File: src/rtl/xlb_pkg.sv
package xlb_pkg;
  // State-changing operation applied at a clock edge, highest priority first.
  typedef enum logic [2:0] {
    OP_IDLE,
    OP_FLUSH_ALL,
    OP_FLUSH_LOCAL,
    OP_INSERT,
    OP_TOUCH
  } xlb_op_e;
endpackage

File: src/rtl/xlb_match.sv
module xlb_match #(
  parameter int AW  = 32,
  parameter int LGW = 5
) (
  input  logic           req,
  input  logic           valid,
  input  logic [AW-1:0]  vbase,
  input  logic [LGW-1:0] exp_sz,
  input  logic [AW-1:0]  va,
  output logic           hit
);
  logic [AW:0] top_excl;

  always_comb begin
    top_excl = {1'b0, vbase} + ((AW+1)'(1) << exp_sz);
    hit = req && valid && (va >= vbase) && ({1'b0, va} < top_excl);
  end
endmodule

File: src/rtl/xlb_select.sv
module xlb_select #(
  parameter int N  = 8,
  parameter int RW = 3
) (
  input  logic [N-1:0]         hit_vec,
  input  logic [N-1:0]         valid,
  input  logic [N-1:0][RW-1:0] rank,
  output logic                 any_hit,
  output logic [RW-1:0]        hit_idx,
  output logic [RW-1:0]        victim_idx
);
  logic [RW-1:0] best;
  logic          have_free;

  // Youngest matching slot wins.
  always_comb begin
    any_hit = 1'b0;
    hit_idx = '0;
    best    = '1;
    for (int i = 0; i < N; i++) begin
      if (hit_vec[i] && (!any_hit || rank[i] < best)) begin
        any_hit = 1'b1;
        best    = rank[i];
        hit_idx = RW'(i);
      end
    end
  end

  // Lowest free slot, else the oldest slot.
  always_comb begin
    have_free  = 1'b0;
    victim_idx = '0;
    for (int i = 0; i < N; i++) begin
      if (!valid[i] && !have_free) begin
        have_free  = 1'b1;
        victim_idx = RW'(i);
      end
    end
    if (!have_free) begin
      for (int i = 0; i < N; i++) begin
        if (rank[i] == RW'(N-1)) victim_idx = RW'(i);
      end
    end
  end
endmodule

File: src/rtl/xlb_recency.sv
module xlb_recency #(
  parameter int N  = 8,
  parameter int RW = 3
) (
  input  logic                 clk,
  input  logic                 rst,
  input  logic                 touch_en,
  input  logic [RW-1:0]        touch_idx,
  output logic [N-1:0][RW-1:0] rank_q
);
  logic [RW-1:0] pivot;

  assign pivot = rank_q[touch_idx];

  always_ff @(posedge clk) begin
    if (rst) begin
      for (int i = 0; i < N; i++) rank_q[i] <= RW'(i);
    end else if (touch_en) begin
      for (int i = 0; i < N; i++) begin
        if (RW'(i) == touch_idx)  rank_q[i] <= '0;
        else if (rank_q[i] < pivot) rank_q[i] <= rank_q[i] + RW'(1);
      end
    end
  end
endmodule

File: src/rtl/xlat_lru_buf.sv
module xlat_lru_buf #(
  parameter int N_ENTRIES = 8,
  parameter int AW        = 32,
  parameter int LGW       = $clog2(AW)
) (
  input  logic           clk,
  input  logic           rst,
  input  logic           lk_req,
  input  logic [AW-1:0]  lk_va,
  input  logic           lk_touch,
  output logic           lk_hit,
  output logic [AW-1:0]  lk_pa,
  input  logic           ins_en,
  input  logic [AW-1:0]  ins_va,
  input  logic [AW-1:0]  ins_pa,
  input  logic [LGW-1:0] ins_exp,
  input  logic           ins_glob,
  input  logic           inv_all,
  input  logic           inv_local
);
  import xlb_pkg::*;

  localparam int RW = (N_ENTRIES > 1) ? $clog2(N_ENTRIES) : 1;

  logic [N_ENTRIES-1:0]           valid_q;
  logic [N_ENTRIES-1:0]           glob_q;
  logic [N_ENTRIES-1:0][AW-1:0]   vbase_q;
  logic [N_ENTRIES-1:0][AW-1:0]   pbase_q;
  logic [N_ENTRIES-1:0][LGW-1:0]  exp_q;
  logic [N_ENTRIES-1:0][RW-1:0]   rank_q;
  logic [N_ENTRIES-1:0]           hit_vec;
  logic                           any_hit;
  logic [RW-1:0]                  hit_idx;
  logic [RW-1:0]                  victim_idx;
  logic [AW-1:0]                  off_mask;
  xlb_op_e                        op;
  logic                           touch_en;
  logic [RW-1:0]                  touch_idx;

  for (genvar g = 0; g < N_ENTRIES; g++) begin : g_cmp
    xlb_match #(.AW(AW), .LGW(LGW)) u_match (
      .req(lk_req), .valid(valid_q[g]), .vbase(vbase_q[g]),
      .exp_sz(exp_q[g]), .va(lk_va), .hit(hit_vec[g])
    );
  end

  xlb_select #(.N(N_ENTRIES), .RW(RW)) u_sel (
    .hit_vec(hit_vec), .valid(valid_q), .rank(rank_q),
    .any_hit(any_hit), .hit_idx(hit_idx), .victim_idx(victim_idx)
  );

  always_comb begin
    off_mask = (AW'(1) << exp_q[hit_idx]) - AW'(1);
    lk_hit   = any_hit;
    lk_pa    = any_hit ? (pbase_q[hit_idx] | (lk_va & off_mask)) : '0;
  end

  always_comb begin
    if (inv_all)                  op = OP_FLUSH_ALL;
    else if (inv_local)           op = OP_FLUSH_LOCAL;
    else if (ins_en)              op = OP_INSERT;
    else if (lk_touch && any_hit) op = OP_TOUCH;
    else                          op = OP_IDLE;
    touch_en  = (op == OP_INSERT) || (op == OP_TOUCH);
    touch_idx = (op == OP_INSERT) ? victim_idx : hit_idx;
  end

  xlb_recency #(.N(N_ENTRIES), .RW(RW)) u_age (
    .clk(clk), .rst(rst), .touch_en(touch_en),
    .touch_idx(touch_idx), .rank_q(rank_q)
  );

  always_ff @(posedge clk) begin
    if (rst) begin
      valid_q <= '0;
    end else begin
      case (op)
        OP_FLUSH_ALL:   valid_q <= '0;
        OP_FLUSH_LOCAL: valid_q <= valid_q & glob_q;
        OP_INSERT:      valid_q[victim_idx] <= 1'b1;
        default:        valid_q <= valid_q;
      endcase
    end
  end

  // Payload without reset, written only on insert.
  always_ff @(posedge clk) begin
    if (op == OP_INSERT) begin
      vbase_q[victim_idx] <= ins_va;
      pbase_q[victim_idx] <= ins_pa;
      exp_q[victim_idx]   <= ins_exp;
      glob_q[victim_idx]  <= ins_glob;
    end
  end
endmodule

File: config.mk
export PLATFORM = sky130hd
export DESIGN_NAME = xlat_lru_buf
export DESIGN_NICKNAME = d
export VERILOG_FILES = /design/src/rtl/xlb_pkg.sv /design/src/rtl/xlb_match.sv /design/src/rtl/xlb_select.sv /design/src/rtl/xlb_recency.sv /design/src/rtl/xlat_lru_buf.sv
export SDC_FILE = /design/constraint.sdc
export NUM_CORES = 2
export LEC_CHECK = 0
export BUFFER_PORTS_ARGS = -buffer_cell sky130_fd_sc_hd__buf_2
export CAP_MARGIN = 20
export CORE_ASPECT_RATIO = 1.2
export CORE_MARGIN = 3
export CORE_UTILIZATION = 50
export CTS_BUF_LIST = sky130_fd_sc_hd__clkbuf_8
export CTS_CLUSTER_DIAMETER = 200
export DETAILED_ROUTE_END_ITERATION = 8
export GPL_TIMING_DRIVEN = 0
export HOLD_SLACK_MARGIN = 0.1
export PLACE_DENSITY = 0.66
export SETUP_SLACK_MARGIN = 0.5
export SKIP_LAST_GASP = 1
export SLEW_MARGIN = 5
export SYNTH_ARGS = -nofsm -noshare
export SYNTH_HDL_FRONTEND = slang
export SYNTH_HIERARCHICAL = 1
export SYNTH_SLANG_ARGS = --single-unit
File: constraint.sdc
create_clock -name clk -period 35.5 [get_ports clk]
set_clock_uncertainty 0.15 [all_clocks]
set_input_delay 1.775 -clock clk [delete_from_list [all_inputs] [get_ports clk]]
set_output_delay 1.775 -clock clk [all_outputs]
set_load 0.01 [all_outputs]
; Yosys cells after proc, flatten, opt, wreduce, memory -nomap -nowiden
; Index checks and enable logic that the tools add are counted.
[word_totals]
ff_bits = 592
out_inout_bits = 33
input_bits = 109
wordCells = 289
[classes]
n_reduce_logical = 86
mux = 85
n_addsub = 17
shifts = 9
bitwise_logic = 4
n_eq_ne = 19
n_lt_le_gt_ge = 35
[op_table]
columns = operator, n
row1 = $bwmux 256, 2
row2 = $add 32x33->33, 8
row3 = $lt 32x33->1, 8
row4 = $shl 1x5->33 const A, 8
row5 = $ge 32x32->1, 8
row6 = $mux 3, 46
row7 = $bmux 32 s3, 1
row8 = $demux 32 s3, 1
row9 = $mux 32, 3
row10 = $lt 3x3->1, 15
row11 = $bwmux 40, 1
row12 = $logic_and 1x1->1, 40
row13 = $and 32x32->32, 1
row14 = $or 32x32->32, 1
row15 = $shl 1x5->32 const A, 1
row16 = $sub 32x2->32 const B, 1
row17 = $eq 3x3->1 const B, 9
row18 = $add 3x1->3 const B, 8
row19 = $pmux 8 s3, 1
row20 = $logic_not 1->1, 20
row21 = $mux 1, 19
row22 = $reduce_and 2->1, 8
row23 = $reduce_bool 2->1, 8
row24 = $bmux 5 s3, 1
row25 = other kinds (18), 36

; Depth between registers and ports, before layout
[logic_depth]
ltp_word = 45
ltp_mapped = 79
depth_no_buf = 75

; By module
; The synthesis kept the hierarchy.
[by_module_without_submodules]
columns = module, seq_area_each_um2, n_inst, cells_per_inst, area_each_um2
row1 = xlat_lru_buf, 16976.3, 1, 914, 20533.4
row2 = xlb_match (g_cmp[3].u_match ...), 0.0, 5, 441, 3265.6
row3 = xlb_match (g_cmp[1].u_match ...), 0.0, 2, 466, 3339.5
row4 = xlb_match (g_cmp[0].u_match), 0.0, 1, 445, 3244.4
row5 = xlb_recency, 480.5, 1, 229, 2004.4
row6 = xlb_select, 0.0, 1, 184, 1246.2

; Worst setup path before layout
; Ideal clock, no wire load.
[synth_timing]
kind = register -> output
from = reg exp_q[7] (netlist bit)
to = out lk_pa[4]
stages_incl_launch_ff = 71
slack_ns = 20.343
required_time_ns = 33.575
n_path_buf = 6
t_arrival_ns = 13.232
cell_sequence = edfxtp_1 > or2_2 > clkbuf_1 > nor2_1 > ha_1 > fa_1 > a211oi_1 > o21a_1 > nor2_1 > a21o_1 > a311o_2 > a211oi_2 > xor2_1 > ha_1 > nand4_1 > or2_2 > o2111ai_1 > a211oi_1 > (+35 left out) > ha_1 > nand2_1 > nand3_1 > or3b_2 > o221ai_1 > buf_6 > mux4_2 > mux2_4 > buf_6 > nand2b_4 > nor2_1 > nand2_1 > ha_1 > clkbuf_1 > clkbuf_4 > nor3_1 > nand4_1 > a31oi_1
[synth_between]
elab_chain_cells = 37
elab_cells_between_ends = 58
[synth_rtl]
columns = element, line
row1 = start: declaration, xlat_lru_buf.sv:29  ; logic [N_ENTRIES-1:0][LGW-1:0] exp_q;
row2 = start signal: indexed assignment, xlat_lru_buf.sv:91  ; exp_q[victim_idx] <= ins_exp;
row3 = $shl 1x5->33 *, xlb_match.sv:15  ; top_excl = {1'b0, vbase} + ((AW+1)'(1) << exp_sz);
row4 = $add 32x33->33 *, xlb_match.sv:15
row5 = $lt 32x33->1 *, xlb_match.sv:16  ; hit = req && valid && (va >= vbase) && ({1'b0, va} < top_excl);
row6 = $logic_and 1x1->1 *, xlb_match.sv:16
row7 = net hit_vec[1], xlat_lru_buf.sv:31  ; logic [N_ENTRIES-1:0] hit_vec;
row8 = $logic_and 1x1->1 *, xlb_select.sv:21  ; if (hit_vec[i] && (!any_hit || rank[i] < best)) begin
row9 = $mux 3 or $mux 1 (tied branches), xlb_select.sv:21
row10 = $lt 3x3->1 or $logic_not 1->1 (tied branches), xlb_select.sv:21
row11 = (+23 left out), --
row12 = net hit_idx[0], xlat_lru_buf.sv:33  ; logic [RW-1:0] hit_idx;
row13 = $bmux 5 s3, xlat_lru_buf.sv:53  ; off_mask = (AW'(1) << exp_q[hit_idx]) - AW'(1);
row14 = $mux 5 (implied by the code), xlat_lru_buf.sv:53
row15 = $shl 1x5->32, xlat_lru_buf.sv:53
row16 = $sub 32x2->32, xlat_lru_buf.sv:53
row17 = $and 32x32->32, xlat_lru_buf.sv:55  ; lk_pa = any_hit ? (pbase_q[hit_idx] | (lk_va & off_mask)) : '0;
row18 = $or 32x32->32 *, xlat_lru_buf.sv:55
row19 = $mux 32 *, xlat_lru_buf.sv:55
row20 = end: declaration, xlat_lru_buf.sv:12  ; output logic [AW-1:0] lk_pa,
; The timed path passes the listed nets; every way through them passes the cells marked *. The select of a mux whose other input is x is not followed.

; Worst setup path in the final report
[layout_timing]
from = reg exp_q[3] (netlist bit)
to = out lk_pa[26]
[layout_between]
elab_chain_cells = 40
elab_cells_between_ends = 63
[layout_rtl]
columns = element, line
row1 = $shl 1x5->33 *, xlb_match.sv:15
row2 = $add 32x33->33 *, xlb_match.sv:15
row3 = $lt 32x33->1 *, xlb_match.sv:16
row4 = $logic_and 1x1->1 *, xlb_match.sv:16
row5 = net hit_vec[0], xlat_lru_buf.sv:31
row6 = $mux 3 or $mux 1 (tied branches), xlb_select.sv:21
row7 = $lt 3x3->1 or $logic_not 1->1 (tied branches), xlb_select.sv:21
row8 = $logic_or 1x1->1, xlb_select.sv:21
row9 = (+26 left out), --
row10 = net hit_idx[0], xlat_lru_buf.sv:33
row11 = $bmux 5 s3, xlat_lru_buf.sv:53
row12 = $mux 5 (implied by the code), xlat_lru_buf.sv:53
row13 = $shl 1x5->32, xlat_lru_buf.sv:53
row14 = $sub 32x2->32, xlat_lru_buf.sv:53
row15 = $and 32x32->32, xlat_lru_buf.sv:55
row16 = $or 32x32->32 *, xlat_lru_buf.sv:55
row17 = $mux 32 *, xlat_lru_buf.sv:55
; Marked as above.

==> impl_metrics.py <==
metrics = {
    "timing": {
        "finalSetupTns_ns": 0,
        "hold_slack_ns": 0.366,
        "rsz0062_at_grt": "no",
        "hold_viol_final": 0,
        "worst_slack_ns": 15.98,
        "worstMarginPinSlew_ns": 0.925,
        "fmax_mhz": 51.2,
        "final-setup-viol-count": 0,
        "finalCritPeriodShare": 0.550,
        "period_minus_slack_ns": 19.52,
        "report.final.slew_viol_count": 0,
        "maxSlewHeadroom": 0.365,
    },
    "layout": {
        "drive_gt1_frac": 0.114,
        "syn_to_final_growth_pct": 9.73,
        "layout.nets": 6087,
        "fin_util": 0.555,
        "multiInputGateArea_um2": 30900,
        "instances_no_fill": 6543,
        "fillers": 8677,
        "stdcell_area_um2": 54900,
        "seq_area_um2": 17500,
    },
    "detailed_routing": {
        "dr.pass1.iters": 7,
        "wire_per_inst_um": 23.7,
        "drt_iter0_markers": 3358,
        "final_antenna_net_count": 0,
        "routed_wl_um": 155000,
        "via_per_inst": 6.17,
        "drcViolationCount": 0,
        "routed-via-count": 40391,
    },
    "clocking": {
        "clock-sinks": 592,
        "clk_latency_ns": 0.79,
        "cts_resized": 0,
        "cts_tree": "done",
        "clock_path_buffers": 3,
        "cts_setup_buffers": 0,
        "clock-root-buffer": "clkbuf_8",
        "numCtsBuffers": 94,
        "cts_hold_buf": 0,
        "clk_pin_slew_ns": 0.07,
        "htreeDepth": 3,
    },
    "setup_path": {
        "cp.arrival_ns": 17.59,
        "critPathMaxFanout": 10,
        "critPathRequiredTime_ns": 33.58,
        "cp-start-kind": "register",
        "path_common_cell": "ha_1",
        "r2r-start": "exp_q[3]$_DFFE_PP_",
        "critPathCaptureType": "primary output",
        "startpoint": "exp_q[3]$_DFFE_PP_",
        "max_stage_delay_ns": 0.80,
        "cp_slowest_cell": "o32a_1",
        "path_class": "reg2out",
    },
    "power_and_ir_drop": {
        "p_switching_mw": 0.384,
        "p_int_mw": 1.15,
        "p_sw_frac": 0.250,
        "pwr-share-comb": 0.086,
        "vdd_drop_max_mv": 0.0406,
        "leakagePower_nw": 23.8,
        "power-per-cell-area_nw_per_um2": 28.0,
        "power.sequential.fraction": 0.499,
        "pwr-share-clk": 0.414,
        "power.total_mw": 1.54,
    },
    "die": {
        "ios": 142,
        "rows": 126,
        "die_y_um": 353,
        "die_area_um2": 104000,
        "initial_utilization": 0.506,
        "core-area_um2": 98800,
        "die_x_um": 295,
    },
    "logic_synthesis": {
        "synth_most_common_cell": "ha_1",
        "synth_nets": 5819,
        "syn_inst": 4909,
        "synth_common_cells": "ha_1 (793), edfxtp_1 (560), nor2_1 (438)",
        "async_flop_share": 0,
        "synth_edf_count": 560,
        "avgSynthCellArea_um2": 10.2,
        "ys_seq_area_frac": 0.349,
        "ys.flop_type": "edfxtp_1",
        "yosysTopAreaCell": "edfxtp_1",
        "synthTopCellsByArea": "edfxtp_1 (34%), ha_1 (20%), a21o_1 (3.9%), a21oi_1 (3.7%), mux4_2 (3.3%)",
        "synth_top_area_frac": 0.336,
        "synth-seq-cells": 592,
        "yosysWarnings": 6,
        "syn_area_um2": 50000,
        "synth.distinct_cells": 124,
    },
    "placement": {
        "dpl_worst_slack_ns": 16.83,
        "dp_hpwl_um": 115000,
        "dpl-instance-area_um2": 52900,
        "portBuffers": 141,
        "dp_cells": 6361,
        "gp_congestion": 0.937,
    },
    "status": {
        "status": "completed",
    },
    "global_route": {
        "antenna_found_initial": 12,
        "grt_pass1_wl_um": 233000,
        "grt_use_total": 0.294,
        "grt_max_degree": 34,
        "first_global_vias": 39622,
        "grt-ovfl-total": 0,
    },
    "worst_hold_path": {
        "hp-class": "reg2reg",
        "min_from": "glob_q[2]$_DFFE_PP_",
    },
    "job": {
        "maxCapViolations": 0,
    },
}
==> routing by layer <==
| layer | routed length (µm) | global-route usage |
|---|---|---|
| met1 | 65300 | 0.386 |
| met2 | 69500 | 0.468 |
| met3 | 11100 | 0.0426 |
| met5 | 31 | 0 |
| met4 | 9050 | 0.160 |
==> flip-flops by register name (all words and copies together) (netlist names) <==
name / count
pbase_q: 256
vbase_q: 256
exp_q: 40
u_age/rank_q: 24
glob_q: 8
valid_q: 8
==> path summary, 6_finish.rpt <==
path | endpoint | slack [ns] | depth (start not counted)
setup reg to reg | u_age/rank_q[20]$_SDFFE_PP1P_ | 17.02 | 76
hold reg to reg | valid_q[2]$_SDFFE_PP0P_ | 0.37 | 1
setup / recovery | lk_pa[26] | 15.98 | 73
hold / removal | valid_q[2]$_SDFFE_PP0P_ | 0.37 | 1
==> cell type report <==
cell class                 count  share of cell area
multi-input combinational   3878               0.562
sequential                   592               0.318
tap                         1280              0.0292
clock buffer                  96              0.0241
inverter                     345              0.0236
timing repair buffer         172              0.0211
clock inverter                76              0.0129
buffer                        94             0.00882
antenna                       10            0.000456
==> power by group through the flow <==
stage / registers, mW / logic (mW) / clock network, mW
floorplan: 0.783 / 0.0631 / 0
global placement: 0.783 / 0.126 / 0
detailed placement: 0.783 / 0.130 / 0
CTS: 0.768 / 0.131 / 0.649
global route: 0.767 / 0.145 / 0.681
finish: 0.768 / 0.133 / 0.637
==> cells in the final DEF (no fill, tap or decap), types with 27 or more instances in the layout <==
cell,count
edfxtp_1,560
mux2i_1,46
clkbuf_1,48
xor2_1,107
nand4_1,79
o211ai_1,36
a211oi_1,45
nand3_1,97
o21ai_0,232
a21o_1,257
a31oi_1,48
o21bai_1,27
nor2b_1,50
o21a_1,42
dfxtp_1,32
xnor2_1,110
nor3_1,52
a21oi_1,366
clkbuf_8,96
nand2_1,255
ha_1,793
mux4_2,74
nand3b_1,34
nand2b_1,112
nor2_1,432
buf_2,166
inv_1,362
==> worst max-delay path: cells and delay by family (launching register included) <==
kind                     cells  cell delay [ns]
AND/OR/NAND/NOR             19             2.60
buffers and inverters        9             1.61
flip-flops                   1             0.55
adder cells (fa/ha/maj)     10             2.87
AO/OA/AOI/OAI               30             7.36
multiplexers                 5             1.73
==> cells by family (layout without fill, tap and decap cells) <==
family,after synthesis,in the layout,synth area share
DFF,592,592,0.349
other,0,10,0
AOI/OAI and AO/OA,1405,1405,0.197
xor gates and xnor gates,217,217,0.0380
adders and majority gates,801,801,0.202
muxes,142,142,0.0484
and+or+nand+nor,1313,1313,0.130
buffers and inverters,439,783,0.0356
Power figures use the tool's default switching activity.
